<file path="src/rtl/exc_ready_pkg.sv">
package exc_ready_pkg;

    typedef struct packed {
        logic valid;
        logic ready;
        logic error;
    } rsp_t;

endpackage

</file>
<file path="src/rtl/exc_table_read.sv">
module exc_table_read #(
    parameter int NUM_EXC   = 32,
    parameter int PRIO_BITS = 8,
    parameter int SEL_W     = 5
) (
    input  logic [NUM_EXC-1:0]           en_tab,
    input  logic [NUM_EXC*PRIO_BITS-1:0] prio_tab,
    input  logic [SEL_W-1:0]             sel,
    output logic                         en_o,
    output logic [PRIO_BITS-1:0]         prio_o
);

    always_comb begin
        en_o   = 1'b0;
        prio_o = '0;
        for (int i = 0; i < NUM_EXC; i++) begin
            if (sel == SEL_W'(i)) begin
                en_o   = en_tab[i];
                prio_o = prio_tab[i*PRIO_BITS +: PRIO_BITS];
            end
        end
    end

endmodule

</file>
<file path="src/rtl/exc_prio_group.sv">
module exc_prio_group #(
    parameter int PRIO_BITS = 8,
    parameter int GRP_W     = 3,
    parameter int SPRIO_W   = 10
) (
    input  logic [PRIO_BITS-1:0]      raw_prio,
    input  logic [GRP_W-1:0]          grp,
    output logic signed [SPRIO_W-1:0] group_prio
);

    logic [PRIO_BITS-1:0] masked;

    // A bit survives only if it sits above the sub-priority field of grp+1 bits.
    always_comb begin
        for (int b = 0; b < PRIO_BITS; b++) begin
            masked[b] = raw_prio[b] && (b > int'(grp));
        end
        group_prio = $signed({{(SPRIO_W-PRIO_BITS){1'b0}}, masked});
    end

endmodule

</file>
<file path="src/rtl/exc_ready_cmp.sv">
module exc_ready_cmp #(
    parameter int SPRIO_W = 10
) (
    input  logic                      is_hard,
    input  logic                      en,
    input  logic signed [SPRIO_W-1:0] group_prio,
    input  logic signed [SPRIO_W-1:0] run_prio,
    output logic                      ready_o
);

    localparam logic signed [SPRIO_W-1:0] HARD_LEVEL = -1;

    always_comb begin
        if (is_hard) begin
            ready_o = run_prio > HARD_LEVEL;
        end else begin
            ready_o = en && (group_prio < run_prio);
        end
    end

endmodule

</file>
<file path="src/rtl/exc_ready_eval.sv">
module exc_ready_eval #(
    parameter int                 NUM_EXC     = 32,
    parameter int                 PRIO_BITS   = 8,
    parameter int                 GRP_W       = 3,
    parameter int                 RESET_EXC   = 1,
    parameter int                 HARD_EXC    = 3,
    parameter logic [NUM_EXC-1:0] BANKED_MASK = NUM_EXC'(32'h0000_C858),
    localparam int                SEL_W       = $clog2(NUM_EXC),
    localparam int                IDX_W       = SEL_W + 1,
    localparam int                SPRIO_W     = PRIO_BITS + 2
) (
    input  logic                         clk,
    input  logic                         rst_n,
    input  logic                         req_valid,
    input  logic [IDX_W-1:0]             req_exc,
    input  logic                         req_secure,
    input  logic [SPRIO_W-1:0]           run_prio,
    input  logic [GRP_W-1:0]             grp_s,
    input  logic [GRP_W-1:0]             grp_ns,
    input  logic [NUM_EXC-1:0]           en_s,
    input  logic [NUM_EXC-1:0]           en_ns,
    input  logic [NUM_EXC*PRIO_BITS-1:0] prio_s,
    input  logic [NUM_EXC*PRIO_BITS-1:0] prio_ns,
    output logic                         rsp_valid,
    output logic                         rsp_ready,
    output logic                         rsp_error
);

    import exc_ready_pkg::*;

    rsp_t st_d, st_q;

    logic [SEL_W-1:0]             sel;
    logic                         in_range;
    logic                         banked;
    logic                         use_sec;
    logic                         req_bad;
    logic [GRP_W-1:0]             grp_sel;
    logic [NUM_EXC-1:0]           en_all   [2];
    logic [NUM_EXC*PRIO_BITS-1:0] prio_all [2];
    logic [1:0]                   bank_en;
    logic [PRIO_BITS-1:0]         bank_prio [2];
    logic                         en_pick;
    logic [PRIO_BITS-1:0]         prio_pick;
    logic signed [SPRIO_W-1:0]    group_prio;
    logic                         ready_raw;

    // Bank 0 is the non-secure table, bank 1 the secure one.
    assign en_all[0]   = en_ns;
    assign en_all[1]   = en_s;
    assign prio_all[0] = prio_ns;
    assign prio_all[1] = prio_s;

    assign sel      = req_exc[SEL_W-1:0];
    assign in_range = (req_exc > IDX_W'(RESET_EXC)) && (req_exc < IDX_W'(NUM_EXC));
    assign banked   = in_range && BANKED_MASK[sel];
    assign use_sec  = req_secure && banked;
    assign req_bad  = !in_range || (req_secure && !banked);
    assign grp_sel  = req_secure ? grp_s : grp_ns;

    for (genvar b = 0; b < 2; b++) begin : g_bank
        exc_table_read #(
            .NUM_EXC   (NUM_EXC),
            .PRIO_BITS (PRIO_BITS),
            .SEL_W     (SEL_W)
        ) u_read (
            .en_tab   (en_all[b]),
            .prio_tab (prio_all[b]),
            .sel      (sel),
            .en_o     (bank_en[b]),
            .prio_o   (bank_prio[b])
        );
    end

    assign en_pick   = use_sec ? bank_en[1]   : bank_en[0];
    assign prio_pick = use_sec ? bank_prio[1] : bank_prio[0];

    exc_prio_group #(
        .PRIO_BITS (PRIO_BITS),
        .GRP_W     (GRP_W),
        .SPRIO_W   (SPRIO_W)
    ) u_group (
        .raw_prio   (prio_pick),
        .grp        (grp_sel),
        .group_prio (group_prio)
    );

    exc_ready_cmp #(
        .SPRIO_W (SPRIO_W)
    ) u_cmp (
        .is_hard    (req_exc == IDX_W'(HARD_EXC)),
        .en         (en_pick),
        .group_prio (group_prio),
        .run_prio   ($signed(run_prio)),
        .ready_o    (ready_raw)
    );

    always_comb begin
        st_d       = '0;
        st_d.valid = req_valid;
        st_d.error = req_valid && req_bad;
        st_d.ready = req_valid && !req_bad && ready_raw;
    end

    always_ff @(posedge clk) begin
        if (!rst_n) begin
            st_q <= '0;
        end else begin
            st_q <= st_d;
        end
    end

    assign rsp_valid = st_q.valid;
    assign rsp_ready = st_q.ready;
    assign rsp_error = st_q.error;

endmodule


</file>
<file path="config.mk">
export PLATFORM = sky130hd
export DESIGN_NAME = exc_ready_eval
export DESIGN_NICKNAME = d
export VERILOG_FILES = /design/src/rtl/exc_ready_pkg.sv /design/src/rtl/exc_table_read.sv /design/src/rtl/exc_prio_group.sv /design/src/rtl/exc_ready_cmp.sv /design/src/rtl/exc_ready_eval.sv
export SDC_FILE = /design/constraint.sdc
export NUM_CORES = 1
export LEC_CHECK = 0
export CAP_MARGIN = 10
export CORE_AREA = 5 5 235 237
export DETAILED_ROUTE_END_ITERATION = 10
export DIE_AREA = 0 0 240 242
export PLACE_DENSITY_LB_ADDON = 0.1
export SYNTH_ARGS = -nofsm -noshare
export SYNTH_HDL_FRONTEND = slang
export SYNTH_HIERARCHICAL = 1
export SYNTH_SLANG_ARGS = --single-unit
</file>
<file path="constraint.sdc">
create_clock -name clk -period 3 [get_ports clk]
set_input_delay 0.6 -clock clk [delete_from_list [all_inputs] [get_ports clk]]
set_output_delay 0.6 -clock clk [all_outputs]
set_load 0.05 [all_outputs]
</file>
* Word level (Yosys, flattened, before mapping)
Memories as Yosys holds them, arrays and structs flattened. Index checks and enable logic that the tools add are counted. Widths: inputs -> output; s select.
Operators by class: reductions and logical operators 20, equal/unequal tests 32, $lt $le $gt $ge 12, mux-type cells 133
Operators by type and width (number):
- $mux 8 | 65
- $eq 5x5->1 const B | 16
- $mux 1 | 67
- $eq 5x4->1 const B | 8
- $eq 5x3->1 const B | 4
- $logic_and 1x1->1 | 15
- $gt 3x3->1 const A | 4
- $eq 5x2->1 const B | 2
- $gt 10x1->1 const B | 1
- $lt 9x10->1 | 1
- $eq 6x2->1 const B | 1
- $gt 2x3->1 const A | 2
- $gt 6x1->1 const B | 1
- $lt 5x6->1 const B | 1
- $lt 6x6->1 const B | 1
- $eq 5x1->1 const B | 1
- $logic_not 5->1 | 1
- $gt 1x3->1 const A | 1
- $logic_not 1->1 | 3
- $mux 3 | 1
- $logic_or 1x1->1 | 1
Storage, ports and cells: memory bits (read-only) 32, output and inout port bits 3, memories kept 1, input bits 602, register bits after elaboration 3, logic and storage cells 201
Memory list:
- (name not given) | depth 32, width 1, rd ports 1, clocked after memory_dff 0, write ports 0, RTL line exc_ready_eval.sv:56 | assign banked = in_range && BANKED_MASK[sel];

* Logic depth before layout (Yosys ltp)
depth in word-level cells 39, mapped depth 18, mapped depth without buffers 15

* Modules after synthesis
The synthesis kept the hierarchy.
By module, submodules not included:
- exc_table_read | cells each 574, times used 2, area each 3921.3 um^2
- exc_ready_eval | cells each 29, times used 1, area each 305.3 um^2
- exc_ready_cmp | cells each 35, times used 1, area each 251.5 um^2
- exc_prio_group | cells each 14, times used 1, area each 97.6 um^2

* Worst setup path before layout
Ideal clock, no wire load.
path type input -> register, from input port req_exc[0], to register st_q, in the netlist rsp_ready, slack -0.166 ns, stages on the path 13, library setup time 0.059 ns, required time 2.941 ns, arrival 3.108 ns, cells stage by stage buf_6 -> buf_4 -> mux4_2 -> a222oi_1 -> o21ai_1 -> mux2_2 -> and2b_2 -> ha_1 -> o21a_1 -> a21oi_2 -> o21ai_1 -> a21oi_1 -> o211a_1
RTL lines:
- from (decl) | RTL line exc_ready_eval.sv:15 | input logic [IDX_W-1:0] req_exc,
- to (signal assigned) | RTL line exc_ready_eval.sv:109 | st_q <= st_d;
- to (decl) | RTL line exc_ready_eval.sv:31 | rsp_t st_d, st_q;

==> flow_metrics.tcl <==
set metrics [dict create \
    final_nets 2474 \
    most_used_cells_in_the_layout_excluding_fill_and_tap_cells "clkdlybuf4s50_1 (527), buf_4 (306), a21oi_1 (103), nand2_1 (96), o21ai_0 (91)" \
    drc 0 \
    grt_start_max_net_pins 29 \
    critPathRequiredTime_ns 3.17 \
    antenna_left 0 \
    syn_inst 1107 \
    core-area_mm2 0.05307 \
    routedWlPerCell_um 26.13 \
    power-per-cell-area_mw_per_mm2 159.7 \
    cp_common_cell "a21oi_2" \
    grt_pass1_wl_mm 94.35 \
    clockRootBuffer "clkbuf_16" \
    placement_rows 85 \
    post-route-period-util_pct 118.2 \
    avgViaCountPerCell 4.728 \
    area_delta_synth_final_pct 111.8 \
    final_cells 2568 \
    critical_path.max_stage_delay_ns 0.52 \
    cts_hold_repair.buffers 0 \
    antenna_found_initial 19 \
    drv_cap 0 \
    utilization_pct 30.96 \
    timing.critical_path.to_type "flop" \
    place.detailed.instances 2529 \
    post_route_cells_drive_above_1_share_pct 26.85 \
    die-area_mm2 0.05808 \
    synth.avg_cell_area_um2 7.008 \
    final.setup.worst_slack_ns -0.5461 \
    ys.warnings.count 6 \
    cp_delay_by_family_top "compound AO/OA/AOI/OAI gates" \
    mostFrequentLayoutCell "clkdlybuf4s50_1" \
    drt_iter0_markers 739 \
    grt_overflow_total 0 \
    path_max_fanout 8 \
    outcome "finished with violations" \
    numPortBuffers 540 \
    failed_checks "setup timing" \
    route.final.wire_length_mm 67.11 \
    dp_slack_ns -1.071 \
    initial_utilization_pct 14.62 \
    grt_pass1_vias 13018 \
    cts_buffer_depth 2 \
    timing.slew.headroom_pct 61.05 \
    die_width_um 240 \
    vdd.ir_drop.worst_mv 0.1146 \
    critical_path_arrival_ns 3.71 \
    rsz_0062_raised_after_global_routing "yes" \
    final-setup-viol-count 1 \
    tightest_slew_ns 0.5843 \
    gp_congestion 0.8954 \
    leakage_power_uw 0.006459 \
    startpoint_type_of_the_worst_setup_path "input pin" \
    numCtsBuffers 3 \
    cts.htree.levels 1 \
    path_cells "buf_16, buf_12, mux4_2, nand2_1, o21ai_1, a222oi_1, buf_4, o21ai_4, mux2_4, and2b_2, ha_4, o21a_1, a21oi_2, o21ai_2, a21oi_2, o211a_1" \
    worst_hold_path_type "input pin to flop" \
    first_pass_iters 5 \
    cpMaxStageDelayCell "a222oi_1" \
    timing.final.hold_violations 0 \
    timing_worst_setup_path_type "input pin to flop" \
    slew_violations 0 \
    num_vias 12141 \
    clk_transition_reported_paths_ns 0.03 \
    top_achievable_clock_speed_mhz 282.0 \
    cp.buffers_inverters 3 \
    clock_sink_count 3 \
    design.portCount 605 \
    fin_total_pwr_uw 2624 \
    tritoncts "built" \
    vert_die_dim_um 242 \
    global_route.usage.total_pct 21.70 \
    detailed_place_hpwl_mm 58.60 \
    syn_area_mm2 0.007757 \
    final_period_minus_worst_setup_slack_ns 3.546 \
]
-- worst paths after layout --
kind,from,to,cells after the start
setup / recovery,req_exc[0],rsp_ready,16
hold / removal,req_valid,rsp_valid,2
-- cell type report --
| type | instances | area (um2) |
|---|---|---|
| repair buffers | 878 | 8299 |
| clock buffers | 4 | 78.83 |
| well taps | 696 | 870.8 |
| fillers | 5725 | 36640 |
| flip-flops and latches | 3 | 60.06 |
| multi-input cells | 954 | 7008 |
| inverters | 23 | 86.33 |
| diodes | 10 | 25.02 |
-- state kept, by name, indices dropped and copies added (netlist names) --
signal     count
rsp_valid      1
rsp_ready      1
rsp_error      1
-- repair_timing --
item,in CTS,in global routing
gates cloned,4,1
endpoints found under the setup margin,1,1
buffers inserted,20,0
gates resized for setup,81,14
pin swaps,23,7
-- metrics by stage --
| stage | TNS, ns | hold WS [ns] | area, um2 |
|---|---|---|---|
| floorplan | -0.1541 | 0.7573 | 7772 |
| global placement | -1.084 | 1.258 | 15680 |
| detailed placement | -1.071 | 1.250 | 15680 |
| CTS | -0.5931 | 1.011 | 16320 |
| global route | -0.6693 | 1.041 | 16420 |
| finish | -0.5461 | 1.002 | 16430 |
-- metal layers --
metal,track usage [%],part of all wire (%),up-vias
met5,0,0.14,-
met4,2.921,1.2,18
met3,3.518,6.0,53
met2,39.78,51,397
met1,27.22,42,5893
li1,-,-,5780
-- report_power, final --
part | switching [uW] | internal (uW) | total (uW)
logic | 998 | 1370 | 2360
clock network | 41.3 | 176 | 217
registers | 0.558 | 41.9 | 42.4
(Power assumes the default switching activity.)
